## config.mk

```make
export PLATFORM = sky130hd
export DESIGN_NAME = htree_combine_switch
export DESIGN_NICKNAME = d
export VERILOG_FILES = /design/src/rtl/htree_combine_switch.sv
export SDC_FILE = /design/constraint.sdc
export NUM_CORES = 2
export LEC_CHECK = 0
export ABC_AREA = 1
export BUFFER_PORTS_ARGS = -buffer_cell sky130_fd_sc_hd__buf_2
export CORE_ASPECT_RATIO = 0.9
export CORE_MARGIN = 3
export CORE_UTILIZATION = 25
export DETAILED_ROUTE_END_ITERATION = 10
export RECOVER_POWER = 100
export SLEW_MARGIN = 10
export SYNTH_ARGS = -nofsm -noshare
export SYNTH_HDL_FRONTEND = slang
export SYNTH_SLANG_ARGS = --single-unit
```

## constraint.sdc

```tcl
create_clock -name clk -period 7.5 [get_ports clk]
set_input_delay 0.75 -clock clk [delete_from_list [all_inputs] [get_ports clk]]
set_output_delay 0.75 -clock clk [all_outputs]
set_load 0.01 [all_outputs]
```

## src/rtl/htree_combine_switch.sv

```systemverilog
module htree_combine_switch #(
  parameter int NPORT = 4,
  parameter int LANES = 8,
  parameter int LW    = 16
) (
  input  logic                        clk,
  input  logic                        rst_n,
  input  logic                        cfg_we,
  input  logic [1:0]                  cfg_addr,
  input  logic [31:0]                 cfg_wdata,
  output logic                        busy,
  input  logic [NPORT-1:0]            cp_wvalid,
  input  logic [NPORT*LANES*LW-1:0]   cp_wdata,
  output logic [NPORT-1:0]            cp_ready,
  output logic [NPORT-1:0]            cp_rvalid,
  output logic [LANES*LW-1:0]         cp_rdata,
  input  logic [NPORT-1:0]            mb_rvalid,
  input  logic [NPORT*LANES*LW-1:0]   mb_rdata,
  output logic [NPORT-1:0]            mb_wvalid,
  output logic [LANES*LW-1:0]         mb_wdata
);
  localparam int LEV = $clog2(NPORT);
  localparam int VW  = LANES * LW;
  localparam int IW  = LEV;
  localparam int NCW = 2 * (NPORT - 1);

  logic             mode_wr;
  logic [IW-1:0]    bank_idx;
  logic [NCW-1:0]   node_cfg;
  logic [NPORT-1:0] rd_mask;
  logic [NPORT-1:0] nv;
  logic [LEV-1:0]   up_v, dn_v;
  logic [VW-1:0]    up_d [LEV];
  logic [VW-1:0]    dn_d [LEV];
  logic             cfg_unused;

  assign cfg_unused = ^cfg_wdata;

  function automatic logic [VW-1:0] sat_add(input logic [VW-1:0] a, input logic [VW-1:0] b);
    logic [VW-1:0] r;
    logic [LW:0]   s;
    r = '0;
    for (int k = 0; k < LANES; k++) begin
      s = {a[k*LW+LW-1], a[k*LW +: LW]} + {b[k*LW+LW-1], b[k*LW +: LW]};
      if (s[LW] != s[LW-1]) r[k*LW +: LW] = {s[LW], {(LW-1){~s[LW]}}};
      else                  r[k*LW +: LW] = s[LW-1:0];
    end
    return r;
  endfunction

  always_ff @(posedge clk) begin
    if (!rst_n) begin
      mode_wr  <= 1'b0;
      bank_idx <= '0;
      node_cfg <= '0;
      rd_mask  <= '0;
    end else if (cfg_we && !busy) begin
      case (cfg_addr)
        2'd0: begin
          mode_wr  <= cfg_wdata[0];
          bank_idx <= cfg_wdata[8 +: IW];
        end
        2'd1:    node_cfg <= cfg_wdata[NCW-1:0];
        2'd2:    rd_mask  <= cfg_wdata[NPORT-1:0];
        default: ;
      endcase
    end
  end

  assign nv[0] = 1'b0;

  for (genvar n = 1; n < NPORT; n++) begin : g_nd
    logic          v, lv, rv, pop, rdy, tl, tr;
    logic [VW-1:0] d, ld, rd;
    logic [1:0]    c;

    assign c = node_cfg[2*(n-1) +: 2];

    if (n >= NPORT/2) begin : g_bot
      assign lv = mode_wr & cp_wvalid[2*n-NPORT];
      assign rv = mode_wr & cp_wvalid[2*n-NPORT+1];
      assign ld = cp_wdata[(2*n-NPORT)*VW +: VW];
      assign rd = cp_wdata[(2*n-NPORT+1)*VW +: VW];
      assign cp_ready[2*n-NPORT]   = tl;
      assign cp_ready[2*n-NPORT+1] = tr;
    end else begin : g_mid
      assign lv = g_nd[2*n].v;
      assign rv = g_nd[2*n+1].v;
      assign ld = g_nd[2*n].d;
      assign rd = g_nd[2*n+1].d;
    end

    if (n == 1) begin : g_top
      assign pop = 1'b1;
    end else if (n % 2 == 0) begin : g_lft
      assign pop = g_nd[n/2].tl;
    end else begin : g_rgt
      assign pop = g_nd[n/2].tr;
    end

    assign rdy = ~v | pop;

    always_comb begin
      tl = 1'b0;
      tr = 1'b0;
      case (c)
        2'd1: tl = lv & rdy;
        2'd2: tr = rv & rdy;
        2'd3: begin
          tl = lv & rv & rdy;
          tr = lv & rv & rdy;
        end
        default: ;
      endcase
    end

    always_ff @(posedge clk) begin
      if (!rst_n) begin
        v <= 1'b0;
        d <= '0;
      end else if (tl | tr) begin
        v <= 1'b1;
        d <= (c == 2'd3) ? sat_add(ld, rd) : (tl ? ld : rd);
      end else if (pop) begin
        v <= 1'b0;
      end
    end

    assign nv[n] = v;
  end

  always_ff @(posedge clk) begin
    if (!rst_n) begin
      up_v <= '0;
      dn_v <= '0;
      for (int i = 0; i < LEV; i++) begin
        up_d[i] <= '0;
        dn_d[i] <= '0;
      end
    end else begin
      up_v[0] <= ~mode_wr & mb_rvalid[bank_idx];
      up_d[0] <= mb_rdata[bank_idx*VW +: VW];
      dn_v[0] <= mode_wr ? g_nd[1].v : up_v[LEV-1];
      dn_d[0] <= mode_wr ? g_nd[1].d : up_d[LEV-1];
      for (int i = 1; i < LEV; i++) begin
        up_v[i] <= up_v[i-1];
        up_d[i] <= up_d[i-1];
        dn_v[i] <= dn_v[i-1];
        dn_d[i] <= dn_d[i-1];
      end
    end
  end

  assign busy      = (|nv) | (|up_v) | (|dn_v);
  assign cp_rvalid = (dn_v[LEV-1] & ~mode_wr) ? rd_mask : '0;
  assign mb_wvalid = (dn_v[LEV-1] & mode_wr) ? (NPORT'(1) << bank_idx) : '0;
  assign cp_rdata  = dn_d[LEV-1];
  assign mb_wdata  = dn_d[LEV-1];
endmodule


```

Yosys cells after proc, flatten, opt, wreduce, memory -nomap -nowiden. Memories as Yosys holds them, arrays and structs flattened. Index checks and enable logic that the tools add are counted.

Bits in writable memories: 512. Input bits: 1069. Memories: 2. Output and inout bits: 269. Register bits after elaboration: 404.

Reduce and logical (&&, ||, !) cells: 11. Muxes and demuxes: 53. Bitwise operators: 54. Equality and inequality tests: 35. Shifts and indexed selects: 2. Order comparisons: 1. Add/subtract/negate cells: 24.

Memories: dn_d (depth 2, width 128, rd ports 2, clocked after Yosys merged registers in 0, write ports 2, RTL line 34) `logic [VW-1:0] dn_d [LEV];`; up_d (depth 2, width 128, rd ports 2, clocked after Yosys merged registers in 0, write ports 2, RTL line 33) `logic [VW-1:0] up_d [LEV];`.

Operators with widths (count): 128-bit two-way mux (11); 512-bit by 10-bit variable part select with 128-bit output (1); 16-bit by 16-bit adder with 17-bit output (24); 16-bit two-way mux (24); 1-bit NOT (27); 1-bit inequality test (24); 1-bit bitwise AND (16); 2-bit equality test, second input constant (7); 1-bit case mux with 2 select lines (6); 1-bit bitwise OR (11); 1-bit two-way mux (9); 2-bit by 1-bit equality test with 1-bit output, second input constant (4); 4-bit two-way mux (2); 2-bit AND reduction (3); 2-bit nonzero test (2); 2-bit OR reduction (2); 1-bit by 2-bit << shifter with 4-bit output, first input constant (1); 2-bit by 3-bit < comparator with 1-bit output, second input constant (1); 3-bit OR reduction (1); 1-bit binary-select mux with 2-bit select (1); 2-bit zero test (1); 1-bit logical AND (1); 1-bit zero test (1).

Depth between registers and ports, before layout.
Depth after elaboration: 7. Mapped depth: 19. Gate-level depth less buffers: 18.

Worst setup path after synthesis. Ideal clock, no wire load.

Kind: input port to flip-flop. Start point: input port cp_wdata[342]. End point: register g_nd[3].d[93]. Data required time: 7430 ps. Arrival: 3207 ps. Stages on the path: 19. Library setup time: 70 ps. Slack: 4223 ps. Buffers on the path: 1. Cell sequence: ha_1 > a21oi_1 > nor2_1 > nor2_1 > nor2_1 > nor2_1 > nand2_1 > nand2_1 > nand2_1 > a21oi_1 > xor2_1 > inv_1 > ha_1 > inv_1 > clkbuf_1 > nand3_1 > nand3_1 > nand2_1 > a21oi_1.

Cells in the longest elaborated chain, start to end: 4. Elaborated cells between the ends (all ways): 5.

RTL lines: start: declaration (RTL line 13) `input logic [NPORT*LANES*LW-1:0] cp_wdata,`; 16-bit by 16-bit adder with 17-bit output (*) (RTL line 44) `s = {a[k*LW+LW-1], a[k*LW +: LW]} + {b[k*LW+LW-1], b[k*LW +: LW]};`; 1-bit inequality test or 1-bit NOT (tied branches) (RTL line 45) `if (s[LW] != s[LW-1]) r[k*LW +: LW] = {s[LW], {(LW-1){~s[LW]}}};`; 16-bit two-way mux (*) (RTL line 45); 128-bit two-way mux (*) (RTL line 123) `d <= (c == 2'd3) ? sat_add(ld, rd) : (tl ? ld : rd);`; end signal: assignment (RTL line 123); end: declaration (RTL line 74) `logic [VW-1:0] d, ld, rd;`.

Every way passes the cells marked *; elsewhere a longest branch is shown, timed or not. A chain may end at the register's enable or synchronous reset.

Final worst setup path.
Start point: register bank_idx[1]. End point: register up_v[0].

Cells in the longest elaborated chain, start to end: 3.

RTL lines: start: declaration (RTL line 28) `logic [IW-1:0] bank_idx;`; start signal: assignment (RTL line 61) `bank_idx <= cfg_wdata[8 +: IW];`; 1-bit binary-select mux with 2-bit select (RTL line 141) `up_v[0] <= ~mode_wr & mb_rvalid[bank_idx];`; 1-bit two-way mux (not written as such) (RTL line 141); 1-bit bitwise AND (RTL line 141); end signal: assignment (RTL line 141); end signal: indexed assignment (RTL line 146) `up_v[i] <= up_v[i-1];`; end: declaration (RTL line 32) `logic [LEV-1:0] up_v, dn_v;`.

Every way passes these cells. The select of a mux whose other input is x is not followed.

==> results summary <==
The run finished, with violations left. The checks that failed: max-capacitance violations, max-slew violations. By area the synthesized netlist is led by dfxtp_1 (28%), nand2_1 (15%), nand3_1 (9.7%). The share of the Yosys chip area taken by registers is 0.283. The longest clock path from root to sink contains 3 buffers.

The total buffers and inverters traversed by the critical path came out at 2. The power density over the cells came out at 180 nW/um2. The total I/O pin count is 1338. Hold repair after CTS inserted 0 buffers. The setup slack of the worst register-to-register path is 1.71 ns. The horizontal die dimension came out at 543 um. The final layout contains 12300 nets. The slowest stage of the critical path belongs to the cell clkbuf_2. The count of clock tree sinks came out at 916.

Input and output buffers added on the ports amount to 1313. The number of antenna violations at the first check in global routing came to 154. The signal on the critical path passes through clkbuf_2 -> nor2_1 -> buf_12 -> a221oi_1 -> nor3_1. The final count of hold timing violations is 0. The maximum vdd ir drop is 0.167 mV. Clock-pin slew was measured on the worst setup and hold paths at 0.07 ns.

The overall overflow remaining after global route came out at 0. The weighted congestion at the end of routability-driven global placement is 0.954. The pin count of the biggest net entering global routing came out at 172.

The area growth from synthesis to final layout came out at 16.8%. The largest fanout of any net on the critical path came out at 159. The via count of the first global-routing pass came out at 63800. The starting utilization of the core area is 0.252. The number of violations reported at the end of detailed-routing iteration 0 is 5991. The synthesized netlist contains 42 unique library cells. The number of DRC violations after detailed routing is 0.

The clock tree skew after final layout came out at 0.0724 ns. The actual slew at the worst max-slew pin came out at 4.63 ns. The number of levels the H-tree was split into came out at 3. The switching fraction of total power is 0.323. The synthesized net count is 11600.

The global-route met2 utilization is 0.379. Dividing the detail-routed wire length by the instance count gives 22.3 um. The switching power of the nets came out at 0.00440 W.

The minimum period implied by the final worst setup slack came out at 5.79 ns. The worst hold path begins at mb_rdata[180]. After global routing, the most crowded layer is met2.

Yosys mapped a number of flops with a built-in enable equal to 0. The library cell with the highest instance count after synthesis is nand2_1. The via count normalized by instance count is 4.91. The number of cell instances on the worst register-to-register path came out at 5.

For this run, global-route usage on met3 was measured as 0.0642. The worst setup path is launched from a flop. The data required time at the worst endpoint is 8.07 ns. Detailed placement finished with a half-perimeter wire length of 255000 um. The register bit count reported by yosys came out at 916.

The critical path's largest stage delay came out at 2.32 ns. The number of search-and-repair iterations in the first detailed-routing pass is 10. Across every metal layer, demand over resource in global routing totals 0.227. The share of total power dissipated in combinational logic is 0.217. In this design, the largest share of critical-path delay is due to buffers and inverters.

In the final layout, the share of cells above drive strength 1 is 0.135. The post-synth design cell area came out at 64800 um2. The core utilization of the finished layout is 0.295. The global-route wire length before repair came out at 444000 um. The number of max-slew violations in the final report is 682.

The worst hold path was traced through 3 stages. The standby leakage power came out at 38.1 nW. The worst setup path is captured at a flop. The floorplan core area came out at 257000 um2. The CTS tree is built. By count the netlist is led by nand2_1 (2563), nand3_1 (1256), inv_1 (1004). The average instance area after synthesis came out at 6.45 um2. The worst register-to-register path begins at bank_idx[1]$_SDFFE_PN0P_.

The clock root buffer is clkbuf_16. The total of endpoints with negative setup slack in the final report is 0. The data arrival at the endpoint of the critical path came out at 6.35 ns.

The tightest slew margin relative to the limit is -2.09. The number of setup buffers added after CTS came out at 0. The remaining antenna violation count came out at 0.

The floorplan has 176 rows. The maximum operating frequency is 173 MHz. The cell accounting for the most synthesized area is dfxtp_1. The post-route fraction of the period consumed by the critical path came out at 0.772. The worst setup path is of the flop to flop kind. Internal power comes to 0.00921 W. The class of the tightest hold or removal check is input port to flop.

The number of gates given a new drive strength after cts is 0. The overall via count from detail_route is 70200. The number of clock buffers added by TritonCTS is 104. The global routing met1 resource utilization is 0.268. The post-detailed-routing wire length is 318000 um. Synthesis handed over a netlist of 10000 instances. The die height came out at 489 um. The portion of synthesized cell area occupied by the leading cell type came out at 0.283. The end of the worst hold path is up_d[0][52]$_SDFF_PN0_.

Setup repair after global routing left no endpoint under its margin. For this run, the number of Yosys warnings is 0. Counting flops with an async set or reset pin after synthesis yields a share of 0.

The number of max-capacitance violations reported came out at 7. The worst register-to-register path ends at up_v[0]$_SDFF_PN0_. The clock share of power came out at 0.405. The clock reaches the later pin of the worst-skew pair after 0.76 ns. The die outline area is 265000 um2. Of the total power, registers draw 0.378. The sum of negative setup slack came out at 0 ns. In the synthesized netlist the dominant register cell turns out to be dfxtp_1.
-- registers in the layout, summed over array words and instances, names as in the netlist, 2 cells and up --
register	flops
bank_idx	2
dn_d	256
dn_v	2
g_nd.d	128
g_nd.ld	128
g_nd.rd	128
node_cfg	6
rd_mask	4
up_d	256
up_v	2
-- routing by layer --
| metal | part of all wire | wire length [um] | vias to the layer above |
|---|---|---|---|
| li1 | - | - | 34700 |
| met4 | 0.048 | 15400 | 88 |
| met3 | 0.085 | 27100 | 556 |
| met5 | 0.0033 | 1060 | - |
| met1 | 0.40 | 126000 | 32200 |
| met2 | 0.47 | 149000 | 2607 |
-- worst max path at each step --
| stage | startpoint | to | slack, ns | cells after the start |
|---|---|---|---|---|
| global route | mode_wr$_SDFFE_PN0P_ | g_nd[1].ld[31]$_SDFFE_PN0P_ | 1.25 | 10 |
| finish | bank_idx[1]$_SDFFE_PN0P_ | up_v[0]$_SDFF_PN0_ | 1.71 | 5 |
| CTS | node_cfg[1]$_SDFFE_PN0P_ | cp_ready[0] | 2.66 | 8 |
| floorplan | cp_wdata[342] | g_nd[1].rd[93]$_SDFFE_PN0P_ | 4.22 | 19 |
| detailed placement | g_nd[1].lv$_SDFFE_PN0P_ | g_nd[1].ld[50]$_SDFFE_PN0P_ | 3.22 | 10 |
| global placement | g_nd[1].lv$_SDFFE_PN0P_ | g_nd[1].ld[47]$_SDFFE_PN0P_ | 3.29 | 10 |
-- cells by family after synthesis --
kind of cell,synth area share
flops,0.283
simple gates,0.319
compound gates,0.163
xor+xnor,0.00690
mux,0.0182
fa+ha+maj,0.0897
buf+inv,0.120
-- power by group through the flow --
stage                     registers (W)  logic (W)  clock network [W]
after floorplan                 0.00520    0.00194                  0
final                           0.00515    0.00295            0.00551
after global routing            0.00516    0.00330            0.00585
after CTS                       0.00514    0.00294            0.00567
after global placement          0.00525    0.00292                  0
after detailed placement        0.00525    0.00293                  0
-- cells in the final DEF (no fill, tap or decap), types with 24 or more instances in the layout --
cell / n
nor2_1: 606
o211ai_1: 31
nand4_1: 127
a21oi_1: 779
a31oi_1: 171
clkbuf_1: 279
xor2_1: 42
or2_2: 79
fa_1: 24
mux2_2: 47
buf_4: 36
nand3_1: 1261
and2_1: 26
nand2_1: 2557
buf_2: 1046
diode_2: 74
clkbuf_16: 104
ha_1: 426
mux2i_1: 65
nand3b_1: 67
nor3_1: 27
dfxtp_1: 915
inv_1: 1003
a22oi_1: 128
o21ai_0: 763
-- stage by stage --
step	cells	hold slack, ns	setup WS (ns)	total power [W]	area, um2
floorplan	10000	0.390	4.22	0.00713	64800
global placement	14000	0.391	3.29	0.00817	72200
detailed placement	14000	0.395	3.22	0.00818	72200
CTS	14200	0.195	2.66	0.0138	75900
global route	14300	0.221	1.25	0.0143	75500
finish	14300	0.265	1.71	0.0136	75600
-- worst register-to-register path, cell delays in order, from the launching register on --
cell      delay, ns
dfxtp_1        1.36
clkbuf_2       2.32
nor2_1         0.39
buf_12         0.43
a221oi_1       1.05
nor3_1         0.09
-- layout make-up --
type | count | area [um2]
clock inverters | 59 | 783
multi-input cells | 7360 | 38700
well taps | 3382 | 4230
flip-flops and latches | 916 | 18300
inverters | 1016 | 3850
repair buffers | 1360 | 6630
clock buffers | 136 | 2940
fillers | 28800 | 181000
diodes | 74 | 185
Power figures use the tool's default switching activity.
